$ cat src/rtl/mac_opsel_pkg.sv
package mac_opsel_pkg;
  localparam int P_W   = 48;
  localparam int OP_W  = 7;
  localparam int SHIFT = 17;

  typedef logic [P_W-1:0] word_t;

  typedef struct packed {
    logic [OP_W-1:0] op;
    logic            sub;
    logic            cin;
    word_t           c;
    word_t           pcin;
  } ctl_t;

  typedef enum logic [1:0] {X_ZERO = 2'b00, X_PROD = 2'b01, X_P = 2'b10, X_AB = 2'b11} xsel_e;
  typedef enum logic [1:0] {Y_ZERO = 2'b00, Y_PROD = 2'b01, Y_RSVD = 2'b10, Y_C = 2'b11} ysel_e;
  typedef enum logic [2:0] {
    Z_ZERO = 3'd0, Z_CAS = 3'd1, Z_P = 3'd2, Z_C = 3'd3,
    Z_RSV4 = 3'd4, Z_CAS_SH = 3'd5, Z_P_SH = 3'd6, Z_RSV7 = 3'd7
  } zsel_e;
endpackage

$ cat src/rtl/mac_pipe_reg.sv
module mac_pipe_reg #(
  parameter int W     = 8,
  parameter int DEPTH = 1
) (
  input  logic         clk_i,
  input  logic         rst_ni,
  input  logic         ce_i,
  input  logic [W-1:0] d_i,
  output logic [W-1:0] q_o
);
  if (DEPTH == 0) begin : g_bypass
    assign q_o = d_i;
  end else begin : g_regs
    logic [W-1:0] stg_q [DEPTH];
    always_ff @(posedge clk_i or negedge rst_ni) begin
      if (!rst_ni) begin
        for (int i = 0; i < DEPTH; i++) stg_q[i] <= '0;
      end else if (ce_i) begin
        stg_q[0] <= d_i;
        for (int i = 1; i < DEPTH; i++) stg_q[i] <= stg_q[i-1];
      end
    end
    assign q_o = stg_q[DEPTH-1];
  end
endmodule

$ cat src/rtl/mac_operand_mux.sv
module mac_operand_mux
  import mac_opsel_pkg::*;
(
  input  logic [OP_W-1:0] op_i,
  input  word_t           prod_i,
  input  word_t           ab_i,
  input  word_t           c_i,
  input  word_t           pcin_i,
  input  word_t           p_i,
  output word_t           x_o,
  output word_t           y_o,
  output word_t           z_o,
  output logic            valid_o
);
  xsel_e xs;
  ysel_e ys;
  zsel_e zs;
  logic  xy_ok, z_ok;

  assign xs = xsel_e'(op_i[1:0]);
  assign ys = ysel_e'(op_i[3:2]);
  assign zs = zsel_e'(op_i[6:4]);

  always_comb begin
    case (xs)
      X_PROD:  x_o = prod_i;
      X_P:     x_o = p_i;
      X_AB:    x_o = ab_i;
      default: x_o = '0;
    endcase
    // product travels on X only; the paired Y code contributes zero
    case (ys)
      Y_C:     y_o = c_i;
      default: y_o = '0;
    endcase
    case (zs)
      Z_CAS:    z_o = pcin_i;
      Z_P:      z_o = p_i;
      Z_C:      z_o = c_i;
      Z_CAS_SH: z_o = word_t'($signed(pcin_i) >>> SHIFT);
      Z_P_SH:   z_o = word_t'($signed(p_i) >>> SHIFT);
      default:  z_o = '0;
    endcase
  end

  assign xy_ok   = ((xs == X_PROD) == (ys == Y_PROD)) && (ys != Y_RSVD);
  assign z_ok    = (zs != Z_RSV4) && (zs != Z_RSV7);
  assign valid_o = xy_ok && z_ok;
endmodule

$ cat src/rtl/mac_post_adder.sv
module mac_post_adder
  import mac_opsel_pkg::*;
(
  input  word_t x_i,
  input  word_t y_i,
  input  word_t z_i,
  input  logic  cin_i,
  input  logic  sub_i,
  output word_t res_o
);
  word_t sum;
  assign sum   = x_i + y_i + word_t'(cin_i);
  assign res_o = sub_i ? (z_i - sum) : (z_i + sum);
endmodule

$ cat src/rtl/mac_opsel_unit.sv
module mac_opsel_unit
  import mac_opsel_pkg::*;
#(
  parameter int A_W      = 18,
  parameter int B_W      = 18,
  parameter int IN_DEPTH = 1,
  parameter int M_EN     = 1
) (
  input  logic            clk_i,
  input  logic            rst_ni,
  input  logic            ce_a_i,
  input  logic            ce_b_i,
  input  logic            ce_m_i,
  input  logic            ce_p_i,
  input  logic [A_W-1:0]  a_i,
  input  logic [B_W-1:0]  b_i,
  input  logic [P_W-1:0]  c_i,
  input  logic [P_W-1:0]  pcin_i,
  input  logic [OP_W-1:0] opsel_i,
  input  logic            sub_i,
  input  logic            cin_i,
  output logic [P_W-1:0]  p_o,
  output logic [P_W-1:0]  pcout_o,
  output logic            err_o
);
  localparam int PR_W  = A_W + B_W;
  localparam int CTL_W = $bits(ctl_t);
  localparam int M_DEP = (M_EN != 0) ? 1 : 0;

  logic [A_W-1:0]        a_q;
  logic [B_W-1:0]        b_q;
  logic signed [PR_W-1:0] prod;
  logic [2*PR_W-1:0]     m_d, m_q;
  ctl_t                  ctl_in, ctl_mid, ctl_s;
  word_t                 prod_x, ab_x, x, y, z, res, p_q;
  logic [OP_W-1:0]       op_s;
  logic                  sub_s, cin_s, valid, err_q;

  mac_pipe_reg #(.W(A_W), .DEPTH(IN_DEPTH)) u_areg (
    .clk_i, .rst_ni, .ce_i(ce_a_i), .d_i(a_i), .q_o(a_q));
  mac_pipe_reg #(.W(B_W), .DEPTH(IN_DEPTH)) u_breg (
    .clk_i, .rst_ni, .ce_i(ce_b_i), .d_i(b_i), .q_o(b_q));

  assign ctl_in = '{op: opsel_i, sub: sub_i, cin: cin_i, c: c_i, pcin: pcin_i};

  // control and side operands track the operand pipeline depth
  mac_pipe_reg #(.W(CTL_W), .DEPTH(IN_DEPTH)) u_ctl_in (
    .clk_i, .rst_ni, .ce_i(1'b1), .d_i(ctl_in), .q_o(ctl_mid));
  mac_pipe_reg #(.W(CTL_W), .DEPTH(M_DEP)) u_ctl_m (
    .clk_i, .rst_ni, .ce_i(1'b1), .d_i(ctl_mid), .q_o(ctl_s));

  assign prod = $signed(a_q) * $signed(b_q);
  assign m_d  = {prod, a_q, b_q};

  mac_pipe_reg #(.W(2*PR_W), .DEPTH(M_DEP)) u_mreg (
    .clk_i, .rst_ni, .ce_i(ce_m_i), .d_i(m_d), .q_o(m_q));

  assign prod_x = {{(P_W-PR_W){m_q[2*PR_W-1]}}, m_q[2*PR_W-1:PR_W]};
  assign ab_x   = {{(P_W-PR_W){m_q[PR_W-1]}}, m_q[PR_W-1:0]};

  assign op_s  = ctl_s.op;
  assign sub_s = ctl_s.sub;
  assign cin_s = ctl_s.cin;

  mac_operand_mux u_mux (
    .op_i(op_s), .prod_i(prod_x), .ab_i(ab_x), .c_i(ctl_s.c), .pcin_i(ctl_s.pcin),
    .p_i(p_q), .x_o(x), .y_o(y), .z_o(z), .valid_o(valid));

  mac_post_adder u_add (
    .x_i(x), .y_i(y), .z_i(z), .cin_i(cin_s), .sub_i(sub_s), .res_o(res));

  always_ff @(posedge clk_i or negedge rst_ni) begin
    if (!rst_ni) begin
      p_q   <= '0;
      err_q <= 1'b0;
    end else if (ce_p_i) begin
      err_q <= !valid;
      if (valid) p_q <= res;
    end
  end

  assign p_o     = p_q;
  assign pcout_o = p_q;
  assign err_o   = err_q;
endmodule

$ cat config.mk
export PLATFORM = sky130hd
export DESIGN_NAME = mac_opsel_unit
export DESIGN_NICKNAME = d
export VERILOG_FILES = /design/src/rtl/mac_opsel_pkg.sv /design/src/rtl/mac_pipe_reg.sv /design/src/rtl/mac_operand_mux.sv /design/src/rtl/mac_post_adder.sv /design/src/rtl/mac_opsel_unit.sv
export SDC_FILE = /design/constraint.sdc
export NUM_CORES = 2
export LEC_CHECK = 0
export ABC_AREA = 1
export BUFFER_PORTS_ARGS = -buffer_cell sky130_fd_sc_hd__buf_2
export CAP_MARGIN = 20
export CORE_AREA = 10 10 250 300
export DETAILED_ROUTE_END_ITERATION = 8
export DIE_AREA = 0 0 260 310
export PLACE_DENSITY = 0.69
export SLEW_MARGIN = 20
export SYNTH_ARGS = -nofsm -noshare
export SYNTH_HDL_FRONTEND = slang
export SYNTH_SLANG_ARGS = --single-unit
$ cat constraint.sdc
create_clock -name clk_i -period 15.3 [get_ports clk_i]
set_input_delay 2.295 -clock clk_i [delete_from_list [all_inputs] [get_ports clk_i]]
set_output_delay 2.295 -clock clk_i [all_outputs]
set_load 0.005 [all_outputs]
==> run summary <==
The run finished with clean final reports. CTS built an H-tree with a depth of 2. The longest individual stage delay on the worst path works out to 0.67 ns. The root buffer selected by CTS was sky130_fd_sc_hd__clkbuf_16.

The pin count of the biggest net entering global routing is 104, and the number of ports placed on the die boundary is 244. Counting the buffers created by CTS gives 42. Detailed placement finished with a half-perimeter wire length of 97200 um. The run gives 0 as the quantity of gates resized following cts.

The initial utilization of the core area, before any placement, comes to 49.5%. Setup violations remaining at the end of the flow were counted as 0. The fraction of synthesized cell area taken by the top area cell type was 26.9%. The final clock period utilization by the worst path is 44.8%. The worst setup path is of the reg2reg kind. Leading register cell type out of synthesis: sky130_fd_sc_hd__dfrtp_1. The clock tree buffer depth is 3, and the detailed-route DRC error count is 0.

The run gives 118000 um as the final routed wirelength across all metal layers. Yosys attributes the largest share of cell area to sky130_fd_sc_hd__dfrtp_1 27%, sky130_fd_sc_hd__fa_1 19%, sky130_fd_sc_hd__nand2_1 12%, sky130_fd_sc_hd__inv_1 10%, sky130_fd_sc_hd__ha_1 6.8%. STA classifies the critical path endpoint as a flip-flop.

Hold buffer count at cts: 0. In the final layout, the multi-input gates occupy 0.0204 mm^2. Setup repair after global routing left no endpoint under its margin. The nature of the critical path startpoint was a flip-flop. The average instance in the mapped netlist occupies 7.75 um^2.

The highest achievable clock rate is 146 MHz. At the pin with the least slew margin, the transition time is 1.06 ns. On the final layout, the worst hold slack is 0.333 ns. The run gives 0 as the overflow left after global routing.

Of the cells placed in the final design, the portion with a size suffix greater than 1 is 9.80%. The tools report the placer's final routability congestion estimate as 1.01. TritonCTS built the clock tree. The worst max-slew margin expressed relative to the limit is 29.5%. The met3 routing resource usage after global routing was 3.63%; the total clock sinks was 367. For the area of the die, the log shows 0.0806 mm^2. In the final routed layout, each cell accounts on average for 21.6 um. In this run the post-CTS setup repair buffer count came out at 0. Clock latency on the worst-skew pair, taken at its later pin, is 0.60 ns. The run gives 48.7% as the fraction of met2 tracks used by global routing. When the netlist entered floorplanning its net count stood at 5075.

Synthesis handed over a netlist of 4409 instances. The average via count per standard cell was 5.38. The initialized floorplan defines 106 standard-cell rows. Clock skew on the completed layout was measured at 0.0251 ns.

The repair_antennas step left the layout with diodes totalling 0. The run gives 0 as the count of pins over their slew limit. Clock-pin slew was measured on the worst setup and hold paths at 0.07 ns. The number of global-route vias before repair was 30400.

The shortest period the worst path allows was 6.85 ns; the count of antenna-violating nets left after detailed routing was 0. For the worst setup path, the data required time is 15.79 ns. The tools report the synthesis warning total as 0. The most frequent cell on the critical path is sky130_fd_sc_hd__nand3_1. The detailed router finished its first iteration with 2646 violations. The post-synthesis sequential element count is 367, and the routed via count is 29500.

The first-pass GRT wire length is 180000 um, and the area overhead of the layout relative to synthesis is 9.03%. After global routing, the most crowded layer is met2. Sequential elements use 26.9% of the synthesized area.

The first-pass iteration count of the detailed router is 6, and the number of filler instances in the final layout is 6707. The count of cell types in the netlist was 51; the maximum fanout encountered on the critical timing path was 34. Sorting the synthesized cells by how often they occur yields 1119 x sky130_fd_sc_hd__nand2_1, 951 x sky130_fd_sc_hd__inv_1, 367 x sky130_fd_sc_hd__dfrtp_1, 332 x sky130_fd_sc_hd__fa_1, 269 x sky130_fd_sc_hd__nor2_1. Registers take 0.00918 mm^2. The die span in y is 310 um, and the accumulated negative setup slack is 0 ns. The final layout contains 5196 nets. The tightest min-delay check is of the reg2reg type. The most common cell in the synthesized netlist is sky130_fd_sc_hd__nand2_1. The synthesized design contains 0 enable-type register cells. For the arrival time at the worst endpoint, the log shows 7.34 ns.

sky130_fd_sc_hd__dfrtp_1 takes more of the synthesized area than any other cell. Max-cap violations in this run came to 0. For the hold violation total from the final report, the log shows 0.

For this design, the slowest cell found on the critical path is sky130_fd_sc_hd__nor4_1. The routing usage on met1 is 36.9%. The floorplan step defined a core boundary enclosing 0.0691 mm^2. The post-synth design cell area is 0.0342 mm^2. In the global route stage, overall resource usage came out at 29.4%. The die boundary width is 260 um. During placement, the flow inserted port buffers numbering 243. The initial antenna violation count is 0. For this run, asynchronously set or reset flops after synthesis account for 100%.
## area by class of cell
| cell class | count | area share [%] |
|---|---|---|
| inverters | 979 | 9.86 |
| multi-input cells | 2871 | 54.8 |
| repair buffers | 269 | 3.81 |
| well taps | 918 | 3.08 |
| clock buffers | 50 | 3.07 |
| flip-flops and latches | 367 | 24.6 |
| clock inverters | 26 | 0.712 |
## per-layer routing
metal | wire (um) | vias up
li1 | - | 13700
met2 | 55500 | 1200
met1 | 47400 | 14300
met4 | 7560 | 0
met5 | 0 | -
met3 | 7840 | 290
## final timing paths
path | end | slack, ns | from | depth (start not counted)
min in group asynchronous | u_ctl_in.q_o[85] | 1.74 | rst_ni | 1
max in group asynchronous | u_ctl_in.q_o[4] | 11.21 | rst_ni | 3
max | p_o[41] | 8.45 | u_ctl_m.q_o[99] | 32
min | u_ctl_m.q_o[9] | 0.33 | u_ctl_in.q_o[9] | 0
min reg2reg | u_ctl_m.q_o[9] | 0.33 | u_ctl_in.q_o[9] | 0
max reg2reg | p_o[41] | 8.45 | u_ctl_m.q_o[99] | 32
## sequential cells by signal, summed over array words and instances, names as in the netlist
register / flops
err_o: 1
u_areg.q_o: 18
u_ctl_m.q_o: 105
u_mreg.q_o: 72
u_ctl_in.q_o: 105
p_o: 48
u_breg.q_o: 18
## cell usage in the layout (no fill, tap or decap), types with 15 or more instances in the layout
master / n
sky130_fd_sc_hd__nor3_1: 19
sky130_fd_sc_hd__or2_2: 21
sky130_fd_sc_hd__xor2_1: 73
sky130_fd_sc_hd__clkbuf_16: 43
sky130_fd_sc_hd__fa_1: 332
sky130_fd_sc_hd__buf_2: 242
sky130_fd_sc_hd__o21ai_0: 220
sky130_fd_sc_hd__a21oi_1: 127
sky130_fd_sc_hd__o211ai_1: 35
sky130_fd_sc_hd__nand2_1: 1118
sky130_fd_sc_hd__a31oi_1: 25
sky130_fd_sc_hd__ha_1: 187
sky130_fd_sc_hd__inv_2: 19
sky130_fd_sc_hd__inv_1: 951
sky130_fd_sc_hd__o22ai_1: 34
sky130_fd_sc_hd__a221oi_1: 37
sky130_fd_sc_hd__buf_4: 26
sky130_fd_sc_hd__xnor2_1: 42
sky130_fd_sc_hd__mux2_2: 20
sky130_fd_sc_hd__o221ai_1: 23
sky130_fd_sc_hd__dfrtp_1: 367
sky130_fd_sc_hd__nor2_1: 268
sky130_fd_sc_hd__nand2_2: 15
sky130_fd_sc_hd__nand4_1: 31
sky130_fd_sc_hd__nand3_1: 131
sky130_fd_sc_hd__o2111ai_1: 15
## metrics by stage
stage               worst slack, ns  std cells  util [%]  area (um^2)
floorplan                      9.43       4409         -        34200
global placement               8.67       5404      51.9        35900
detailed placement             8.58       5404      51.9        35900
CTS                            8.56       5480      53.9        37300
global route                   8.05       5480      53.9        37300
finish                         8.45       5480      53.9        37300
## cell families (layout without fill, tap and decap cells)
group | Yosys count | after routing | synth area share [%]
buffers and inverters | 1171 | 1324 | 13.4
XOR/XNOR | 120 | 120 | 3.20
adder cells (fa/ha/maj) | 520 | 520 | 26.3
flip-flops | 367 | 367 | 26.9
multiplexers | 20 | 20 | 0.659
AND/OR/NAND/NOR | 1645 | 1645 | 19.6
AO/OA/AOI/OAI | 566 | 566 | 9.93
## worst max-delay path, delay by kind of cell (launching register included)
family          cells  cell delay [ns]
compound gates      4             0.68
xor+xnor            2             0.32
fa+ha+maj           3             1.48
buf+inv             2             0.47
flops               1             0.41
simple gates       21             3.40
Power is not shown: default switching activity piles up to over one toggle a cycle in this logic, so the estimate is an artifact.
